<file path="src/rtl/stc_pkg.sv">
package stc_pkg;

    typedef enum logic [2:0] {
        TSEL_PIN     = 3'b100,
        TSEL_PIN_INV = 3'b101
    } tsel_e;

    typedef struct packed {
        logic lead;
        logic act;
    } strobe_ev_t;

    function automatic logic tsel_valid(input logic [2:0] sel);
        return (sel == TSEL_PIN) || (sel == TSEL_PIN_INV);
    endfunction

    function automatic logic tsel_condition(input logic [2:0] sel, input logic raw);
        return raw ^ (sel == TSEL_PIN_INV);
    endfunction

endpackage

</file>
<file path="src/rtl/stc_sync.sv">
module stc_sync #(
    parameter int STAGES = 2
) (
    input  logic clk,
    input  logic rst,
    input  logic d,
    output logic q
);
    logic [STAGES-1:0] chain;

    generate
        if (STAGES == 1) begin : g_one
            always_ff @(posedge clk) begin
                if (rst) chain <= '0;
                else     chain <= d;
            end
        end else begin : g_many
            always_ff @(posedge clk) begin
                if (rst) chain <= '0;
                else     chain <= {chain[STAGES-2:0], d};
            end
        end
    endgenerate

    assign q = chain[STAGES-1];
endmodule

</file>
<file path="src/rtl/stc_edge.sv">
module stc_edge
    import stc_pkg::*;
#(
    parameter int PRIME = 3
) (
    input  logic       clk,
    input  logic       rst,
    input  logic       level,
    input  logic       arm,
    output strobe_ev_t ev
);
    localparam int CW = $clog2(PRIME + 1);
    localparam logic [CW-1:0] PRIME_V = CW'(PRIME);

    logic          lvl_q;
    logic [CW-1:0] settle_cnt;
    logic          ready;

    always_ff @(posedge clk) begin
        if (rst) begin
            lvl_q      <= 1'b0;
            settle_cnt <= '0;
        end else begin
            lvl_q <= level;
            if (settle_cnt != PRIME_V) settle_cnt <= settle_cnt + 1'b1;
        end
    end

    assign ready   = (settle_cnt == PRIME_V);
    assign ev.act  = ready & arm &  level & ~lvl_q;
    assign ev.lead = ready & arm & ~level &  lvl_q;

    // an active edge cannot repeat on the following cycle
    a_r4_act_spaced: assert property (@(posedge clk) disable iff (rst)
        ev.act |=> !ev.act);
endmodule

</file>
<file path="src/rtl/stc_seq.sv">
module stc_seq
    import stc_pkg::*;
(
    input  logic       clk,
    input  logic       rst,
    input  strobe_ev_t ev,
    input  logic       dual_mode,
    input  logic       conv_done,
    output logic       acq_start,
    output logic       conv_start,
    output logic       adc_en,
    output logic       overrun
);
    logic busy_q;

    always_ff @(posedge clk) begin
        if (rst) begin
            acq_start  <= 1'b0;
            conv_start <= 1'b0;
            adc_en     <= 1'b0;
            overrun    <= 1'b0;
            busy_q     <= 1'b0;
        end else begin
            acq_start  <= 1'b0;
            conv_start <= 1'b0;
            if (conv_done) begin
                busy_q <= 1'b0;
                adc_en <= 1'b0;
            end
            if (ev.act) begin
                if (busy_q) begin
                    overrun <= 1'b1;
                end else begin
                    conv_start <= 1'b1;
                    busy_q     <= 1'b1;
                end
            end
            if (dual_mode && ev.lead && !busy_q) begin
                acq_start <= 1'b1;
                adc_en    <= 1'b1;
            end
        end
    end

    // pulses last one cycle
    a_r4_conv_one_cycle: assert property (@(posedge clk) disable iff (rst)
        conv_start |=> !conv_start);
    a_r4_acq_one_cycle: assert property (@(posedge clk) disable iff (rst)
        acq_start |=> !acq_start);
    // no acquisition pulse in single-edge mode
    a_r5_no_acq_single: assert property (@(posedge clk) disable iff (rst)
        acq_start |-> $past(dual_mode));
    // conversion start leaves the block busy
    a_r8_busy_after_conv: assert property (@(posedge clk) disable iff (rst)
        conv_start |-> busy_q);
    // done without a new leading edge drops the enable
    a_r8_done_clears_en: assert property (@(posedge clk) disable iff (rst)
        (conv_done && !ev.lead) |=> !adc_en);
    // overrun is sticky and only rises while busy
    a_r9_overrun_sticky: assert property (@(posedge clk) disable iff (rst)
        overrun |=> overrun);
    a_r9_overrun_cause: assert property (@(posedge clk) disable iff (rst)
        $rose(overrun) |-> $past(busy_q));
endmodule

</file>
<file path="src/rtl/adc_strobe_trigger.sv">
module adc_strobe_trigger
    import stc_pkg::*;
#(
    parameter int SYNC_STAGES = 2
) (
    input  logic       clk,
    input  logic       rst,
    input  logic       strobe_pin,
    input  logic       tmr_out,
    input  logic       tmr_oe,
    input  logic [2:0] trig_sel,
    input  logic       dual_mode,
    input  logic       conv_done,
    output logic       acq_start,
    output logic       conv_start,
    output logic       adc_en,
    output logic       overrun
);
    localparam int PRIME = SYNC_STAGES + 1;

    logic       pin_level;
    logic       pin_sync;
    logic       cond_level;
    strobe_ev_t ev;

    assign pin_level = tmr_oe ? tmr_out : strobe_pin;

    stc_sync #(.STAGES(SYNC_STAGES)) u_sync (
        .clk (clk),
        .rst (rst),
        .d   (pin_level),
        .q   (pin_sync)
    );

    assign cond_level = tsel_condition(trig_sel, pin_sync);

    stc_edge #(.PRIME(PRIME)) u_edge (
        .clk   (clk),
        .rst   (rst),
        .level (cond_level),
        .arm   (tsel_valid(trig_sel)),
        .ev    (ev)
    );

    stc_seq u_seq (
        .clk        (clk),
        .rst        (rst),
        .ev         (ev),
        .dual_mode  (dual_mode),
        .conv_done  (conv_done),
        .acq_start  (acq_start),
        .conv_start (conv_start),
        .adc_en     (adc_en),
        .overrun    (overrun)
    );

    // pulses only follow a valid select code
    a_r3_conv_needs_sel: assert property (@(posedge clk) disable iff (rst)
        conv_start |-> $past(tsel_valid(trig_sel)));
    a_r3_acq_needs_sel: assert property (@(posedge clk) disable iff (rst)
        acq_start |-> $past(tsel_valid(trig_sel)));
    // quiet right after reset
    a_r11_quiet_after_reset: assert property (@(posedge clk) disable iff (rst)
        $past(rst) |-> !(acq_start || conv_start || adc_en || overrun));
    // acquisition and conversion never start together
    a_r6_start_exclusive: assert property (@(posedge clk) disable iff (rst)
        !(acq_start && conv_start));
endmodule

</file>
<file path="config.mk">
export PLATFORM = sky130hd
export DESIGN_NAME = adc_strobe_trigger
export DESIGN_NICKNAME = d
export VERILOG_FILES = /design/src/rtl/stc_pkg.sv /design/src/rtl/stc_sync.sv /design/src/rtl/stc_edge.sv /design/src/rtl/stc_seq.sv /design/src/rtl/adc_strobe_trigger.sv
export SDC_FILE = /design/constraint.sdc
export NUM_CORES = 1
export LEC_CHECK = 0
export BUFFER_PORTS_ARGS = -buffer_cell sky130_fd_sc_hd__buf_2
export CORE_AREA = 2 2 39 41
export CTS_CLUSTER_SIZE = 16
export DETAILED_ROUTE_END_ITERATION = 7
export DIE_AREA = 0 0 41 43
export PLACE_DENSITY = 0.62
export SETUP_SLACK_MARGIN = 0.05
export SLEW_MARGIN = 20
export SYNTH_ARGS = -nofsm -noshare
export SYNTH_HDL_FRONTEND = slang
export SYNTH_SLANG_ARGS = --single-unit
export TNS_END_PERCENT = 30
</file>
<file path="constraint.sdc">
create_clock -name clk -period 3.1 [get_ports clk]
set_clock_uncertainty 0.1 [all_clocks]
set_input_delay 0.62 -clock clk [delete_from_list [all_inputs] [get_ports clk]]
set_output_delay 0.62 -clock clk [all_outputs]
set_load 0.02 [all_outputs]
</file>
==> flow_metrics.env, run 1 <==
export IMPL_status="completed"
export IMPL_wl_met3_um=67
export IMPL_clockBufferDepth=2
export IMPL_place_hpwl_um=522
export IMPL_p_per_area_nw_per_um2=581
export IMPL_slowest_delay_ns=0.34
export IMPL_fin_ws_ns=1.61
export IMPL_rows=14
export IMPL_die_w_um=41
export IMPL_clkLatencyLatePin_ns=0.27
export IMPL_ios=14
export IMPL_yosysWarningCount=0
export IMPL_gr_usage_all_layers=0.0997
export IMPL_avgSynthCellArea_sq_um=10.2
export IMPL_worstPathRequired_ns=2.38
export IMPL_grt_max_degree=9
export IMPL_yosysSeqAreaShare=0.528
export IMPL_routedWlPerCell_um=9.23
export IMPL_r2r_slack_ns=1.83
export IMPL_r2r_start="u_edge.settle_cnt[0]"
export IMPL_period_share=0.482
export IMPL_routed_top_layer="met3"
export IMPL_min_path_type="reg2reg"
export IMPL_grt_pass1_wl_um=1120
export IMPL_core_area_sq_um=1380
export IMPL_synth_cells=37
export IMPL_dieArea_sq_um=1760
export IMPL_leakagePower_nw=0.239
export IMPL_met1_length_um=308
export IMPL_path_cells="buf_2"
export IMPL_reg2regPathDepth=4
export IMPL_layout_cells_most_common="buf_2"
export IMPL_area_sequential_sq_um=200
export IMPL_multi_input_area_sq_um=175
export IMPL_syn_to_final_growth_pct=32.0
export IMPL_worstHoldStart="u_sync.chain[0]"
export IMPL_layout_common_cells="13 x buf_2, 10 x dfxtp_1, 7 x nor2_1"
export IMPL_power_w=0.000291
export IMPL_fillCellCount=144
export IMPL_post_cts_resized=0
export IMPL_hold_path_depth=1
export IMPL_fin_util=0.362
export IMPL_cp_max_fo=2
export IMPL_max_freq_mhz=669
export IMPL_port_buffers=13
export IMPL_grt_pass1_vias=280
export IMPL_crit_family="flip-flops"
export IMPL_setup_viol=0
export IMPL_post_place_ws_ns=1.61
export IMPL_dieHeight_um=43
export IMPL_cts_tree="done"
export IMPL_cts_setup_buffers=0
export IMPL_min_to="u_sync.chain[1]"
export IMPL_clkSlewWorstSetupHoldPaths_ns=0.07
export IMPL_syn_nets=48
export IMPL_post_route_drc_count=0
export IMPL_antenna_left=0
export IMPL_drt_iter0_markers=1
export IMPL_routabilityCongestion=0.644
export IMPL_crit_path_end_kind="output port"
export IMPL_drtPass1Iterations=2
export IMPL_antenna_found_initial=0
export IMPL_htree_num_levels=1
export IMPL_worstSetupPathType="reg2out"
export IMPL_r2r_end="u_seq.overrun"
export IMPL_wl_um=646
export IMPL_ctsHoldBuffers=0
export IMPL_worst_pin_slew_ns=0.188
export IMPL_slew_violations=0
export IMPL_drive_above_1_share=0.389
export IMPL_vias=300
export IMPL_synth_distinct_cells=16
export IMPL_overflow=0
export IMPL_cts_root_buf="clkbuf_4"
export IMPL_initial_core_util=0.274
export IMPL_fin_setup_tns_ns=0
export IMPL_wl_met2_um=270
export IMPL_vias_per_cell=4.29
export IMPL_ys_ff_latch=10
export IMPL_hold_viol_final=0
export IMPL_period_needed_ns=1.49
export IMPL_slowest_stage="dfxtp_1"
export IMPL_numCtsBuffers=3
export IMPL_grt_setup_unrepaired="false"
export IMPL_clkSinkCount=10
export IMPL_diodes=0
export IMPL_fin_nets=66
export IMPL_critPathArrivalTime_ns=0.77
export IMPL_cap_violations=0
export IMPL_crit_buf_inv=1
export IMPL_syn_area_sq_um=379
export IMPL_ir_worst_vdd_v=0.000388
export IMPL_startpoint_type="flop"
export IMPL_relSlewSlack=0.874
cell families (layout without fill, tap and decap cells):
family	Yosys count	in the layout	share of synthesized area
compound gates	3	3	0.0693
xor+xnor	3	3	0.0891
fa+ha+maj	1	1	0.0330
buf+inv	1	18	0.00989
flops	10	10	0.528
mux	2	2	0.0528
simple gates	17	17	0.218
report_power, final:
part / switching (W) / internal (W) / total, W / leakage [nW]
registers: 0.00000465 / 0.000137 / 0.000142 / 0.0817
clock network: 0.0000464 / 0.0000713 / 0.000118 / 0.0210
logic: 0.0000149 / 0.0000165 / 0.0000314 / 0.136
state kept, by name, summed over array words and instances, names as in the netlist:
register and flops:
u_edge.settle_cnt 2, u_sync.chain 2, u_edge.lvl_q 1, u_seq.acq_start 1, u_seq.adc_en 1, u_seq.busy_q 1
u_seq.conv_start 1, u_seq.overrun 1
Yosys cell counts (all sizes together):
cell type	instances	area (sq um)
nand3b	1	7.51
xnor2	1	16.3
ha	1	12.5
mux2i	2	20.0
o21ai	1	5.00
xor2	2	17.5
a41oi	1	8.76
nor2	7	26.3
and3b	1	10.0
o31ai	1	12.5
nand2	5	21.3
dfxtp	10	200
nor3	1	5.00
nor2b	2	12.5
inv	1	3.75
cell type report:
type / count / share of cell area
well taps: 16 / 0.0400
multi-input cells: 26 / 0.350
inverters: 1 / 0.00750
flip-flops and latches: 10 / 0.400
repair buffers: 13 / 0.130
clock buffers: 4 / 0.0725
per-layer routing:
| metal | vias to the layer above | track usage |
|---|---|---|
| li1 | 159 | - |
| met1 | 126 | 0.114 |
| met2 | 15 | 0.134 |
| met3 | 0 | 0.0628 |
| met4 | 0 | 0.0600 |
| met5 | - | 0 |
stage by stage:
step,instance area (sq um),hold slack (ns),std cells
after floorplan,379,0.314,37
after global placement,464,0.318,66
after detailed placement,464,0.322,66
after CTS,500,0.338,70
after global routing,500,0.352,70
final,500,0.335,70
how the worst max path moves through the flow:
stage	start	to	slack, ns	cells after the start
2_1_floorplan	trig_sel[1]	u_seq.adc_en	1.75	3
3_3_place_gp	trig_sel[1]	u_seq.adc_en	1.62	4
3_5_place_dp	trig_sel[1]	u_seq.adc_en	1.61	4
4_1_cts	u_seq.overrun	overrun	1.60	1
5_1_grt	u_seq.overrun	overrun	1.56	1
6_report	u_seq.overrun	overrun	1.61	1
Note: power is estimated with default switching activity, not from simulation.
==> run 2, diff against run 1 <==
==> constraint.sdc (replaced) <==
create_clock -name clk -period 1.45 [get_ports clk]
set_clock_uncertainty 0.1 [all_clocks]
set_input_delay 0.29 -clock clk [delete_from_list [all_inputs] [get_ports clk]]
set_output_delay 0.29 -clock clk [all_outputs]
set_load 0.02 [all_outputs]
==> flow_metrics.env, run 2 (synthesis results as in run 1) <==
export IMPL_numCtsBuffers=3
export IMPL_fin_ws_ns=0.200
export IMPL_fillCellCount=143
export IMPL_post_route_drc_count=0
export IMPL_core_area_sq_um=1380
export IMPL_cp_max_fo=3
export IMPL_vias_per_cell=4.17
export IMPL_antenna_left=0
export IMPL_grt_pass1_vias=261
export IMPL_post_place_ws_ns=0.201
export IMPL_clkPwrFrac=0.400
export IMPL_cts_tree="done"
export IMPL_drtPass1Iterations=2
export IMPL_switching_share=0.222
export IMPL_cts_root_buf="clkbuf_4"
export IMPL_overflow=0
export IMPL_min_path_type="in2reg"
export IMPL_pwr_share_seq=0.490
export IMPL_worst_pin_slew_ns=0.190
export IMPL_routedWlPerCell_um=8.60
export IMPL_path_cells="ha_1 > and3b_2 > a41oi_1 > nor2_1"
export IMPL_r2r_slack_ns=0.20
export IMPL_die_w_um=41
export IMPL_largest_registers="u_edge.settle_cnt (2), u_sync.chain (2)"
export IMPL_worstPathRequired_ns=1.51
export IMPL_clkSinkCount=10
export IMPL_diodes=0
export IMPL_switching_power_w=0.000137
export IMPL_drive_above_1_share=0.389
export IMPL_gr_usage_all_layers=0.0956
export IMPL_vias=292
export IMPL_clkLatencyLatePin_ns=0.26
export IMPL_crit_path_end_kind="flop"
export IMPL_slew_violations=0
export IMPL_startpoint_type="flop"
export IMPL_p_int_w=0.000481
export IMPL_max_freq_mhz=800
export IMPL_period_needed_ns=1.25
export IMPL_slowest_delay_ns=0.32
export IMPL_clockBufferDepth=2
export IMPL_initial_core_util=0.274
export IMPL_p_per_area_nw_per_um2=1230
export IMPL_syn_to_final_growth_pct=32.0
export IMPL_ir_worst_vdd_v=0.000587
export IMPL_grt_pass1_wl_um=1030
export IMPL_rows=14
export IMPL_crit_buf_inv=0
export IMPL_dieArea_sq_um=1760
export IMPL_antenna_found_initial=0
export IMPL_setup_viol=0
export IMPL_port_buffers=13
export IMPL_worstSetupPathType="reg2reg"
export IMPL_critPathArrivalTime_ns=1.31
export IMPL_relSlewSlack=0.873
export IMPL_fin_setup_tns_ns=0
export IMPL_dpl_cell_area_sq_um=464
export IMPL_cap_violations=0
export IMPL_grt_setup_unrepaired="false"
export IMPL_hold_viol_final=0
export IMPL_leakagePower_nw=0.239
export IMPL_grt_max_degree=9
export IMPL_post_cts_resized=0
export IMPL_layout_cells_most_common="buf_2"
export IMPL_ctsHoldBuffers=0
export IMPL_clkSlewWorstSetupHoldPaths_ns=0.07
export IMPL_layout_common_cells="13 x buf_2, 10 x dfxtp_1, 7 x nor2_1"
export IMPL_crit_family="flip-flops"
export IMPL_htree_num_levels=1
export IMPL_comb_power_share=0.110
export IMPL_drt_iter0_markers=1
export IMPL_fin_hold_ws_ns=0.168
export IMPL_fin_nets=66
export IMPL_status="completed"
export IMPL_power_w=0.000618
export IMPL_cts_setup_buffers=0
export IMPL_wl_um=602
export IMPL_slowest_stage="dfxtp_1"
export IMPL_final_cell_area_sq_um=500
export IMPL_routabilityCongestion=0.633
export IMPL_dieHeight_um=43
export IMPL_period_share=0.862
export IMPL_ios=14
[run 2: cell counts in the layout (fill, tap and decap cells not counted)]
Identical to the previous run, type by type.
[run 2: worst min-delay path, cell delays in order]
cell	delay, ns
buf_2	0.08
mux2i_1	0.05
nor2_1	0.08
[run 2: final cells by class]
class	count	area, sq um	share of cell area
clock buffer	4	36.3	0.0725
inverter	1	3.75	0.00750
tap	16	20.0	0.0400
timing repair buffer	13	65.1	0.130
sequential	10	200	0.400
multi-input combinational	26	175	0.350
[run 2: worst paths after layout]
path,start,end,cells after the start
max reg2reg,u_edge.settle_cnt[0],u_seq.overrun,4
min reg2reg,u_sync.chain[0],u_sync.chain[1],1
max,u_edge.settle_cnt[0],u_seq.overrun,4
min,strobe_pin,u_sync.chain[0],3
[run 2: power groups by stage]
stage                     clock (W)  combinational, W  sequential [W]
after floorplan                   0         0.0000459        0.000308
after CTS                  0.000258         0.0000690        0.000303
final                      0.000247         0.0000679        0.000302
after global placement            0         0.0000670        0.000308
after global routing       0.000279         0.0000780        0.000305
after detailed placement          0         0.0000684        0.000309
[run 2: per-stage QoR]
step | cells | utilization
global route | 70 | 0.362
floorplan | 37 | -
finish | 70 | 0.362
global placement | 66 | 0.335
detailed placement | 66 | 0.335
CTS | 70 | 0.362
[run 2: routing by layer]
| layer | wire length (um) | track usage | share of wire | vias to the layer above |
|---|---|---|---|---|
| li1 | - | - | - | 157 |
| met1 | 285 | 0.120 | 0.47 | 119 |
| met2 | 228 | 0.106 | 0.38 | 16 |
| met3 | 88 | 0.0942 | 0.15 | 0 |
| met4 | 0 | 0.0400 | 0 | 0 |
| met5 | 0 | 0 | 0 | - |
